**src/rtl/bfg_pkg.sv**
```systemverilog
package bfg_pkg;
   typedef enum logic {
      OS_X16 = 1'b0,
      OS_X8  = 1'b1
   } os_mode_e;

   localparam int unsigned GRP_W = 4;
endpackage

```
**src/rtl/bfg_frac_acc.sv**
```systemverilog
module bfg_frac_acc #(
   parameter int unsigned FRAC_W = 4
) (
   input  logic              clk,
   input  logic              rst_n,
   input  logic              clr,
   input  logic              adv,
   input  logic [FRAC_W-1:0] frac,
   output logic              extra
);
   logic [FRAC_W-1:0] acc_q;
   logic [FRAC_W:0]   sum;

   assign sum = {1'b0, acc_q} + {1'b0, frac};

   always_ff @(posedge clk or negedge rst_n) begin
      if (!rst_n) begin
         acc_q <= '0;
         extra <= 1'b0;
      end else if (clr) begin
         acc_q <= '0;
         extra <= 1'b0;
      end else if (adv) begin
         acc_q <= sum[FRAC_W-1:0];
         extra <= sum[FRAC_W];
      end
   end

   // a load empties the remainder and cancels a pending long period
   a_r6_acc_cleared: assert property (@(posedge clk) disable iff (!rst_n)
      clr |=> (acc_q == '0) && !extra);
endmodule

```
**src/rtl/bfg_period_cnt.sv**
```systemverilog
module bfg_period_cnt #(
   parameter int unsigned INT_W = 12
) (
   input  logic             clk,
   input  logic             rst_n,
   input  logic             clr,
   input  logic             run,
   input  logic [INT_W-1:0] int_part,
   input  logic             extra,
   output logic             tick
);
   localparam int unsigned LEN_W = INT_W + 1;

   logic [LEN_W-1:0] cnt_q;
   logic [LEN_W-1:0] len;

   assign len  = {1'b0, int_part} + {{INT_W{1'b0}}, extra};
   assign tick = run && (cnt_q == len - 1'b1);

   always_ff @(posedge clk or negedge rst_n) begin
      if (!rst_n)
         cnt_q <= '0;
      else if (clr || !run || tick)
         cnt_q <= '0;
      else
         cnt_q <= cnt_q + 1'b1;
   end

   // the count never passes the current period length
   a_r3_period_bound: assert property (@(posedge clk) disable iff (!rst_n)
      run |-> (cnt_q < len));

   // a load restarts the period
   a_r6_cnt_cleared: assert property (@(posedge clk) disable iff (!rst_n)
      clr |=> (cnt_q == '0));
endmodule

```
**src/rtl/bfg_os_div.sv**
```systemverilog
module bfg_os_div
   import bfg_pkg::*;
#(
   parameter bit OS_SELECTABLE = 1'b1
) (
   input  logic     clk,
   input  logic     rst_n,
   input  logic     clr,
   input  logic     tick,
   input  os_mode_e mode,
   output logic     bit_strobe
);
   os_mode_e          mode_eff;
   logic [GRP_W-1:0]  grp_q;
   logic [GRP_W-1:0]  last;

   generate
      if (OS_SELECTABLE) begin : g_sel
         assign mode_eff = mode;
      end else begin : g_fixed
         assign mode_eff = OS_X16;
      end
   endgenerate

   assign last       = (mode_eff == OS_X8) ? GRP_W'(7) : GRP_W'(15);
   assign bit_strobe = tick && (grp_q == '0);

   always_ff @(posedge clk or negedge rst_n) begin
      if (!rst_n)
         grp_q <= '0;
      else if (clr)
         grp_q <= '0;
      else if (tick)
         grp_q <= (grp_q >= last) ? '0 : grp_q + 1'b1;
   end

   // a strobe only ever accompanies a tick
   a_r7_strobe_on_tick: assert property (@(posedge clk) disable iff (!rst_n)
      bit_strobe |-> tick);

   // in 8x mode the group index stays below eight
   a_r8_group_range: assert property (@(posedge clk) disable iff (!rst_n)
      (!clr && mode_eff == OS_X8 && $past(mode_eff) == OS_X8) |-> (grp_q < GRP_W'(8)));
endmodule

```
**src/rtl/baud_frac_gen.sv**
```systemverilog
module baud_frac_gen
   import bfg_pkg::*;
#(
   parameter int unsigned INT_W         = 12,
   parameter int unsigned FRAC_W        = 4,
   parameter bit          OS_SELECTABLE = 1'b1
) (
   input  logic              clk,
   input  logic              rst_n,
   input  logic              div_load,
   input  logic [INT_W-1:0]  div_int,
   input  logic [FRAC_W-1:0] div_frac,
   input  logic              os_sel,
   output logic              tick,
   output logic              bit_strobe
);
   generate
      if (INT_W < 1 || INT_W > 24) begin : g_bad_int
         $error("baud_frac_gen: INT_W out of range");
      end
      if (FRAC_W < 1 || FRAC_W > 8) begin : g_bad_frac
         $error("baud_frac_gen: FRAC_W out of range");
      end
   endgenerate

   logic [INT_W-1:0]  int_q;
   logic [FRAC_W-1:0] frac_q;
   os_mode_e          mode_q;
   logic              run;
   logic              extra;

   always_ff @(posedge clk or negedge rst_n) begin
      if (!rst_n) begin
         int_q  <= '0;
         frac_q <= '0;
         mode_q <= OS_X16;
      end else if (div_load) begin
         int_q  <= div_int;
         frac_q <= div_frac;
         mode_q <= os_mode_e'(os_sel);
      end
   end

   assign run = (int_q != '0);

   bfg_frac_acc #(.FRAC_W(FRAC_W)) u_acc (
      .clk   (clk),
      .rst_n (rst_n),
      .clr   (div_load),
      .adv   (tick),
      .frac  (frac_q),
      .extra (extra)
   );

   bfg_period_cnt #(.INT_W(INT_W)) u_cnt (
      .clk      (clk),
      .rst_n    (rst_n),
      .clr      (div_load),
      .run      (run),
      .int_part (int_q),
      .extra    (extra),
      .tick     (tick)
   );

   bfg_os_div #(.OS_SELECTABLE(OS_SELECTABLE)) u_os (
      .clk        (clk),
      .rst_n      (rst_n),
      .clr        (div_load),
      .tick       (tick),
      .mode       (mode_q),
      .bit_strobe (bit_strobe)
   );

   // a zero whole part keeps both outputs quiet
   a_r5_stopped_quiet: assert property (@(posedge clk) disable iff (!rst_n)
      (int_q == '0) |-> (!tick && !bit_strobe));

   // captured divisor only moves on a load
   a_r9_hold_without_load: assert property (@(posedge clk) disable iff (!rst_n)
      !$past(div_load) && $past(rst_n) |-> $stable(int_q) && $stable(frac_q));
endmodule

```
**config.mk**
```make
export PLATFORM = sky130hd
export DESIGN_NAME = baud_frac_gen
export DESIGN_NICKNAME = d
export VERILOG_FILES = /design/src/rtl/bfg_pkg.sv /design/src/rtl/bfg_frac_acc.sv /design/src/rtl/bfg_period_cnt.sv /design/src/rtl/bfg_os_div.sv /design/src/rtl/baud_frac_gen.sv
export SDC_FILE = /design/constraint.sdc
export NUM_CORES = 1
export LEC_CHECK = 0
export BUFFER_PORTS_ARGS = -buffer_cell sky130_fd_sc_hd__buf_2
export CORE_MARGIN = 2
export CORE_UTILIZATION = 40
export DETAILED_ROUTE_END_ITERATION = 12
export PLACE_DENSITY = 0.63
export RECOVER_POWER = 50
export SLEW_MARGIN = 20
export SYNTH_ARGS = -nofsm -noshare
export SYNTH_HDL_FRONTEND = slang
export SYNTH_SLANG_ARGS = --single-unit
```
**constraint.sdc**
```tcl
create_clock -name clk -period 4.2 [get_ports clk]
set_input_delay 0.84 -clock clk [delete_from_list [all_inputs] [get_ports clk]]
set_output_delay 0.84 -clock clk [all_outputs]
set_load 0.02 [all_outputs]
```
==> summary.txt, run 1 <==
Synthesis
  – Synth warnings: 0
  – Syn Inst Count: 232
  – Synth Area in Adders: 0.06089
  – Post-Syn Area: 0.002384 sq mm
  – Largest family of logic cells by synthesized area: simple AND/OR/NAND/NOR gates
  – Syn nets: 263
  – Complex-gate fraction of the synthesized area: 0.07507
  – Post-synthesis simple-gate area fraction: 0.2157
  – Synth Flop Type: dfrtp_1
  – Post-Synth XOR/XNOR Area: 0.1066
  – Synthesized flop and latch total: 39
  – Distinct cell type count after synthesis: 43
  – Multiplexer area fraction after synthesis: 0.1081
  – Number of enable flip-flop cells after synthesis: 0
  – Avg Cell Area, Syn: 10.27 sq um
  – Sequential share of the synthesized area: 0.4094
  – Ys async rst share: 1.000

Finish
  – Final net count: 286
  – Layout cells sized above 1: 0.1992
  – Antenna Cells: 0
  – Design Area, Final: 0.002638 sq mm
  – Layout area overhead: 10.66%

Clock tree
  – Clk sinks: 39
  – Clk Latency, worst-skew pair: 290 ps
  – Worst-path clk slew: 70 ps
  – Hold-fix buffers, CTS: 0
  – Root buffer cell: clkbuf_8
  – H-tree depth: 2
  – TritonCTS Buffers: 5
  – Clock buffer depth: 2
  – CTS tree: built
  – Resize count post-CTS: 0
  – Post-CTS Setup Inserts: 0

Critical path
  – Crit Reg-Reg Startpoint: int_q[0]
  – Required @ worst endpoint: 3360 ps
  – FF-to-FF End: u_acc.acc_q[3]
  – R2R cell count: 10
  – Worst-path maximum fanout: 4
  – Crit. End Element: output pin
  – Flop2flop setup slack: 1290 ps
  – Worst Setup Start Kind: flop
  – Critical path class: flop to output pin
  – Worst EP arrival: 2970 ps

Global route
  – Largest net degree at the start of global routing: 40
  – First-pass GRT wire length: 8286 um
  – GRT Overall Usage: 0.1649
  – Initial antenna violation count: 0
  – Gr ovfl total: 0
  – Number of global-route vias before repair: 1840

Drt
  – DR WL/cell: 14.07 um
  – Vias: 1737
  – Detailed-route wire length: 4657 um
  – # DRC: 0
  – Via/cell ratio: 5.248
  – Drt first pass iters: 4
  – Post-route ant nets: 0
  – Initial DRC Count: 68

Power and ir drop
  – Comb pwr share: 0.141
  – Power, Total: 0.0007759 W
  – Max IR drop VDD: 0.1757 mV
  – Net Sw Frac: 0.2710
  – Power share of the sequential group: 0.540
  – Psw: 0.0002102 W
  – Power Dens Cells: 294.2 mW/mm^2
  – Lkg Pwr: 1.178 nW
  – Clk pwr share: 0.319
  – Pint: 0.0005656 W

Hold path
  – Hold Crit Class: flop to flop
  – Hold Crit Start: frac_q[2]
  – Hold Path Sink: frac_q[2]
  – Hold Path Stages: 1

Floorplan
  – Core ar.: 0.005851 sq mm
  – I/O Pins: 22
  – Num rows: 28
  – Die Ht: 81.20 um
  – Initial Util: 0.4074
  – Die X-Extent: 81.20 um
  – Die ar.: 0.006593 sq mm

Timing
  – Final clock skew: 4.650 ps
  – Setup TNS: 0 ps
  – Fin. max-slew vios: 80
  – Rel. slew slack: -0.3935
  – Final Setup Violations: 0
  – Hold Fails Final Rpt: 0
  – Slew @ Worst Pin: 2090 ps
  – Peak Freq: 262.5 MHz
  – RSZ-0062 raised after global routing: no
  – Period utilization: 0.9072
  – Min cycle time layout: 3810 ps
  – Final setup margin: 389.9 ps

Placement
  – Gpl congestion: 0.9116
  – Post-place instance area: 0.002559 sq mm
  – Post-DP HPWL: 3472 um
  – Pre-CTS setup slack: 679.4 ps
  – I/O Buffers: 21

Outcome
  – Failing checks: max-capacitance violations, max-slew violations
  – Status: finished with violations

Flow run
  – Max-Cap Viols: 2
worst max path at each step:
stage,slack [ps],to,depth (start not counted),from
after floorplan,700,bit_strobe,9,int_q[0]
after global placement,780,bit_strobe,10,int_q[0]
after detailed placement,680,bit_strobe,10,int_q[0]
after CTS,360,bit_strobe,10,int_q[0]
after global routing,40,bit_strobe,10,int_q[0]
final,390,bit_strobe,10,int_q[0]
area by class of cell:
type,instances,area (sq um)
Sequential cell,39,975.9
Timing Repair Buffer,22,110.1
Clock buffer,7,76.32
Multi-Input combinational cell,180,1350
Clock inverter,1,5.005
Inverter,7,26.28
Fill cell,586,3213
Tap cell,75,93.84
logic make-up after synthesis:
logic type,after synthesis
XOR/XNOR,29
buffers and inverters,13
AO/OA/AOI/OAI,24
adder cells (fa/ha/maj),11
AND/OR/NAND/NOR,93
flip-flops,39
multiplexers,23
worst max-delay path: stages, from the launching register on:
cell     delay (ps)
dfrtp_1         380
inv_1            80
ha_1            180
ha_1            200
nor3b_1         440
xnor2_1         150
o22ai_1         230
nand3_1         150
or3_1           410
nor4_1          250
buf_2           210
sequential cells by signal (all words and copies together), names as in the netlist:
name and flops:
frac_q 4, int_q 12, mode_q 1, u_acc.acc_q 4, u_acc.extra 1, u_cnt.cnt_q 13, u_os.grp_q 4
power by group through the flow:
stage | Sequential (W) | Clock, W | Combinational [W]
2_1_floorplan | 0.000420 | 0 | 0.0000812
3_3_place_gp | 0.000427 | 0 | 0.000109
3_5_place_dp | 0.000427 | 0 | 0.000111
4_1_cts | 0.000419 | 0.000257 | 0.000112
5_1_grt | 0.000424 | 0.000273 | 0.000124
6_report | 0.000419 | 0.000247 | 0.000109
per-layer routing:
| layer | GRT usage | routed length [um] |
|---|---|---|
| met1 | 0.2077 | 2207 |
| met2 | 0.2802 | 2284 |
| met3 | 0.03778 | 112 |
| met4 | 0.05254 | 53 |
| met5 | 0 | 0 |
placed cells by master, fill, tap and decap left out, drive strengths merged, types with 9 or more instances in the layout:
cell type	netlist	final
dfrtp	39	39
buf	4	20
mux2	19	19
nand2	17	17
nor2	16	16
xor2	15	15
xnor2	14	14
nand3	11	11
and3	10	10
ha	10	10
clkbuf	2	9
through the flow:
step	cells	hold WS, ps	util
floorplan	232	480.9	-
global placement	323	504.0	0.4373
detailed placement	323	504.0	0.4373
CTS	331	524.8	0.4512
global route	331	561.6	0.4508
finish	331	522.6	0.4508
cells in the mapped netlist (4+ instances only):
cell | number | area (sq um)
and3_1 | 10 | 62.56
dfrtp_1 | 39 | 975.9
ha_1 | 10 | 125.1
inv_1 | 7 | 26.28
mux2_2 | 18 | 202.7
mux2i_1 | 4 | 40.04
nand2_1 | 17 | 63.81
nand2b_1 | 8 | 50.05
nand3_1 | 10 | 50.05
nor2_1 | 16 | 60.06
nor2b_1 | 6 | 37.54
nor3_1 | 7 | 35.03
nor4_1 | 5 | 31.28
o211ai_1 | 4 | 30.03
o21ai_0 | 5 | 25.02
xnor2_1 | 14 | 122.6
xor2_1 | 15 | 131.4
Power figures use the tool's default switching activity.
==> run 2, diff against run 1 <==
==> constraint.sdc (replaced) <==
create_clock -name clk -period 4.2 [get_ports clk]
set_input_delay 0.84 -clock clk [delete_from_list [all_inputs] [get_ports clk]]
set_output_delay 0.84 -clock clk [all_outputs]
set_load 0.05 [all_outputs]
==> summary.txt, run 2 (synthesized netlist as in run 1, its figures left out) <==
Outcome
  – Status: finished with violations
  – Failing checks: max-capacitance violations, max-slew violations

Timing
  – Final setup margin: 322.1 ps
  – Setup TNS: 0 ps
  – RSZ-0062 raised after global routing: no
  – Period utilization: 0.9233
  – Fin. max-slew vios: 80
  – Hold Fails Final Rpt: 0
  – Rel. slew slack: -0.3460
  – Final clock skew: 6.155 ps
  – Final Setup Violations: 0
  – Min cycle time layout: 3878 ps
  – Hold Slack: 522.6 ps
  – Peak Freq: 257.9 MHz
  – Slew @ Worst Pin: 2019 ps

Finish
  – Layout area overhead: 12.23%
  – Layout cells sized above 1: 0.2109
  – Filler cell count: 549
  – Most frequent cells in the layout: dfrtp_1, buf_2, mux2_2
  – Most common cell after layout, fill and taps aside: dfrtp_1
  – Biggest regs: u_cnt.cnt_q (13), int_q (12)
  – Final net count: 286
  – Design Area, Final: 0.002675 sq mm
  – Antenna Cells: 0
  – Largest register FFs: 13
  – Biggest register: u_cnt.cnt_q

Drt
  – Drt first pass iters: 4
  – Post-route ant nets: 0
  – Via/cell ratio: 5.190
  – Vias: 1718
  – DR WL/cell: 13.77 um
  – # DRC: 0
  – Initial DRC Count: 91
  – Detailed-route wire length: 4557 um

Placement
  – Gpl congestion: 0.8193
  – Pre-CTS setup slack: 631.1 ps
  – Post-DP HPWL: 3408 um
  – Post-place instance area: 0.002565 sq mm
  – I/O Buffers: 21

Floorplan
  – Num rows: 28
  – Die ar.: 0.006593 sq mm
  – Die X-Extent: 81.20 um
  – Die Ht: 81.20 um
  – I/O Pins: 22
  – Initial Util: 0.4074
  – Core ar.: 0.005851 sq mm

Critical path
  – Worst EP arrival: 3040 ps
  – Critical path class: flop to output pin
  – FF-to-FF End: u_acc.acc_q[3]
  – Crit Reg-Reg Startpoint: int_q[0]
  – Critical Path Max Stage Delay: 470 ps
  – Crit path max-delay cell type: nor3b_1
  – Flop2flop setup slack: 1300 ps
  – Required @ worst endpoint: 3360 ps
  – Worst Setup Start Kind: flop
  – CP Cell Sequence: inv_1, ha_1, ha_1, nor3b_1, nand2_1, mux2_2, nand3_1, or3_1, nor4_2, buf_2
  – Crit. End Element: output pin
  – Worst-path maximum fanout: 4
  – R2R cell count: 10
  – Most frequent CP cell: ha_1

Global route
  – Number of global-route vias before repair: 1690
  – First-pass GRT wire length: 7921 um
  – Initial antenna violation count: 0
  – Largest net degree at the start of global routing: 40
  – GRT Overall Usage: 0.1571
  – Gr ovfl total: 0

Power and ir drop
  – Power Dens Cells: 314.5 mW/mm^2
  – Power, Total: 0.0008412 W
  – Max IR drop VDD: 0.1774 mV
  – Lkg Pwr: 1.194 nW

Hold path
  – Hold Crit Class: flop to flop
  – Hold Crit Start: frac_q[0]
  – Hold Path Sink: frac_q[0]
  – Hold Path Stages: 1

Clock tree
  – Worst-path clk slew: 80 ps
  – TritonCTS Buffers: 5
  – Clock buffer depth: 2
  – Clk sinks: 39
  – Resize count post-CTS: 0
  – CTS tree: built
  – Clk Latency, worst-skew pair: 300 ps
  – Post-CTS Setup Inserts: 0
  – Hold-fix buffers, CTS: 0
  – Root buffer cell: clkbuf_8
  – H-tree depth: 2

Flow run
  – Max-Cap Viols: 2
run 2: changes by cell type in the layout (fill, tap and decap cells not counted):
cell       before  now
nor4_1          5    4
clkinv_4        0    1
clkbuf_1        4    2
bufinv_16       0    1
nor4_2          0    1
run 2: final cells by class:
cell class                      instances  area (sq um)  area share
Multi-Input combinational cell        180          1356      0.5070
Sequential cell                        39         975.9      0.3648
Timing Repair Buffer                   22         110.1     0.04116
Tap cell                               75         93.84     0.03508
Clock buffer                            5         68.82     0.02572
Clock inverter                          3         43.79     0.01637
Inverter                                7         26.28    0.009822
run 2: worst max path at each step:
stage                   from    endpoint  slack [ps]  cells after the start
floorplan           int_q[0]  bit_strobe         440                      9
global placement    int_q[0]  bit_strobe         700                     10
detailed placement  int_q[0]  bit_strobe         630                     10
CTS                 int_q[0]  bit_strobe         310                     10
global route        int_q[0]  bit_strobe          60                     10
finish              int_q[0]  bit_strobe         320                     10
run 2: per-layer routing:
metal / vias to the layer above / track usage / wire length [um]
li1: 860 / - / -
met1: 830 / 0.2206 / 2241
met2: 21 / 0.2413 / 2125
met3: 7 / 0.03111 / 115
met4: 0 / 0.05593 / 74
met5: - / 0 / 0
run 2: through the flow:
| step | utilization | std cells |
|---|---|---|
| final | 0.4572 | 331 |
| after global routing | 0.4572 | 331 |
| after CTS | 0.4577 | 331 |
| after detailed placement | 0.4384 | 323 |
| after global placement | 0.4384 | 323 |
| after floorplan | - | 232 |
run 2: power breakdown:
| part | internal [W] | total [W] | switching [W] |
|---|---|---|---|
| clock network | 0.000177 | 0.000312 | 0.000136 |
| logic | 0.0000555 | 0.000110 | 0.0000544 |
| registers | 0.000394 | 0.000419 | 0.0000254 |
| total | 0.000626 | 0.000841 | 0.000215 |
run 2: worst max-delay path, delay by kind of cell (launching register included):
family | cells | cell delay, ps
fa+ha+maj | 2 | 390
buf+inv | 2 | 380
flops | 1 | 380
mux | 1 | 260
simple gates | 5 | 1340
==> run 3, diff against run 2 <==
--- a/config.mk
+++ b/config.mk
@@ -14,4 +14,5 @@
 export SLEW_MARGIN = 20
 export SYNTH_ARGS = -nofsm -noshare
 export SYNTH_HDL_FRONTEND = slang
+export SYNTH_HIERARCHICAL = 1
 export SYNTH_SLANG_ARGS = --single-unit
==> summary.txt, run 3 <==
Timing
  – Min cycle time layout: 3863 ps
  – Period utilization: 0.9198
  – Final clock skew: 11.10 ps
  – Final Setup Violations: 0
  – Hold Slack: 522.8 ps
  – Final setup margin: 337.0 ps
  – Fin. max-slew vios: 69
  – Rel. slew slack: -0.4004
  – Slew @ Worst Pin: 2101 ps
  – Peak Freq: 258.9 MHz
  – Hold Fails Final Rpt: 0
  – Setup TNS: 0 ps
  – RSZ-0062 raised after global routing: no

Drt
  – # DRC: 0
  – DR WL/cell: 13.51 um
  – Detailed-route wire length: 4322 um
  – Vias: 1632
  – Via/cell ratio: 5.100
  – Initial DRC Count: 63
  – Post-route ant nets: 0
  – Drt first pass iters: 4

Floorplan
  – Die Ht: 80.77 um
  – Die X-Extent: 80.77 um
  – Core ar.: 0.005608 sq mm
  – Die ar.: 0.006523 sq mm
  – I/O Pins: 22
  – Initial Util: 0.4203
  – Num rows: 27

Power and ir drop
  – Lkg Pwr: 1.135 nW
  – Power Dens Cells: 299.2 mW/mm^2
  – Max IR drop VDD: 0.2132 mV

Clock tree
  – Hold-fix buffers, CTS: 0
  – Resize count post-CTS: 0
  – Root buffer cell: clkbuf_8
  – Post-CTS Setup Inserts: 0
  – H-tree depth: 2
  – Worst-path clk slew: 80 ps
  – CTS tree: built
  – Clock buffer depth: 2
  – TritonCTS Buffers: 5
  – Clk sinks: 39
  – Clk Latency, worst-skew pair: 290 ps

Global route
  – Gr ovfl total: 0
  – Grt peak-use layer: met2
  – Number of global-route vias before repair: 1684
  – Initial antenna violation count: 0
  – First-pass GRT wire length: 7893 um
  – Met3 Track Usage GR: 0.03556
  – Largest net degree at the start of global routing: 40
  – GRT Overall Usage: 0.1561
  – Met1 GRT Util: 0.2248
  – M2 GR Usage: 0.2375

Outcome
  – Failing checks: max-capacitance violations, max-slew violations
  – Status: finished with violations

Critical path
  – Required @ worst endpoint: 3360 ps
  – Critical path class: flop to output pin
  – Worst Setup Start Kind: flop
  – Crit. End Element: output pin
  – Flop2flop setup slack: 1050 ps
  – Worst EP arrival: 3020 ps
  – Worst-path maximum fanout: 7

Synthesis
  – Distinct cell type count after synthesis: 50
  – Synth warnings: 6
  – Syn Inst Count: 222
  – Ys async rst share: 1.000
  – Share of the synthesized area in the top cell type: 0.4140
  – Synth Flop Type: dfrtp_1
  – Largest cells by area after synthesis: dfrtp_1, xnor2_1, mux2_4
  – Syn nets: 253
  – Avg Cell Area, Syn: 10.62 sq um
  – Leading area contributor after synthesis: dfrtp_1
  – Post-Syn Area: 0.002357 sq mm
  – Synth cell count leaders: dfrtp_1, xnor2_1, nor2_1
  – Synthesized flop and latch total: 39
  – Number of enable flip-flop cells after synthesis: 0
  – Most frequent cell after synthesis: dfrtp_1
  – Sequential share of the synthesized area: 0.4140

Finish
  – Most frequent cells in the layout: dfrtp_1, xnor2_1, nor2_1
  – Final net count: 278
  – Total area of sequential cells: 975.9 sq um
  – Largest register FFs: 13
  – Layout cells sized above 1: 0.2097
  – Antenna Cells: 0
  – Biggest register: u_cnt/cnt_q
  – Most common cell after layout, fill and taps aside: dfrtp_1
  – Layout area overhead: 10.14%
  – Filler cell count: 550
  – Area of the multi-input gates: 0.001286 sq mm
  – Biggest regs: u_cnt/cnt_q (13), int_q (12)

Hold path
  – Hold Crit Class: flop to flop

Placement
  – Post-DP HPWL: 3028 um
  – Gpl congestion: 0.7880
  – I/O Buffers: 21
  – Pre-CTS setup slack: 684.3 ps

Flow run
  – Max-Cap Viols: 2
-- run 3: layout make-up --
type	count	share of cell area
sequential	39	0.3759
inverter	11	0.01590
tap	72	0.03470
timing repair buffer	23	0.04530
clock buffer	6	0.02795
multi-input combinational	167	0.4954
clock inverter	2	0.004819
-- run 3: cells by family (layout without fill, tap and decap cells) --
kind of cell | after synthesis | count (layout) | synth area share
xor+xnor | 30 | 30 | 0.1115
compound gates | 21 | 21 | 0.06954
buf+inv | 16 | 42 | 0.04034
simple gates | 86 | 86 | 0.1974
flops | 39 | 39 | 0.4140
fa+ha+maj | 11 | 11 | 0.06157
mux | 19 | 19 | 0.1056
-- run 3: metrics by stage --
stage | cells | instance area, sq um | util | total power [W]
2_1_floorplan | 222 | 2357 | - | 0.0005058
3_3_place_gp | 312 | 2514 | 0.4482 | 0.0005377
3_5_place_dp | 312 | 2514 | 0.4482 | 0.0005392
4_1_cts | 320 | 2599 | 0.4634 | 0.0007881
5_1_grt | 320 | 2596 | 0.4630 | 0.0008268
6_report | 320 | 2596 | 0.4630 | 0.0007768
-- run 3: critical path: stages (launching register included) --
cell and delay, ps:
dfrtp_1 400, inv_1 60, ha_1 150, ha_1 190
nor4b_2 530, a41oi_1 200, a2111o_1 450, nor4_4 230
and4bb_1 260, buf_2 270
-- run 3: worst paths after layout --
check                           startpoint             end  cells after the start
worst max-delay path              int_q[0]      bit_strobe                      9
worst min-delay path             frac_q[0]       frac_q[0]                      1
worst max register to register    int_q[0]  u_acc/acc_q[3]                     11
worst min register to register   frac_q[0]       frac_q[0]                      1
max in group asynchronous            rst_n       int_q[10]                      1
min in group asynchronous            rst_n        int_q[8]                      1
-- run 3: layer usage --
layer  wire (um)  up-vias
li1            -      829
met1        2318      776
met2        1832       25
met3         148        2
met4          23        0
met5           0        -
-- run 3: power by group --
group | total [W] | internal [W] | switching [W]
clock network | 0.000245 | 0.000116 | 0.000129
logic | 0.000111 | 0.0000591 | 0.0000515
registers | 0.000421 | 0.000394 | 0.0000273
total | 0.000777 | 0.000569 | 0.000208
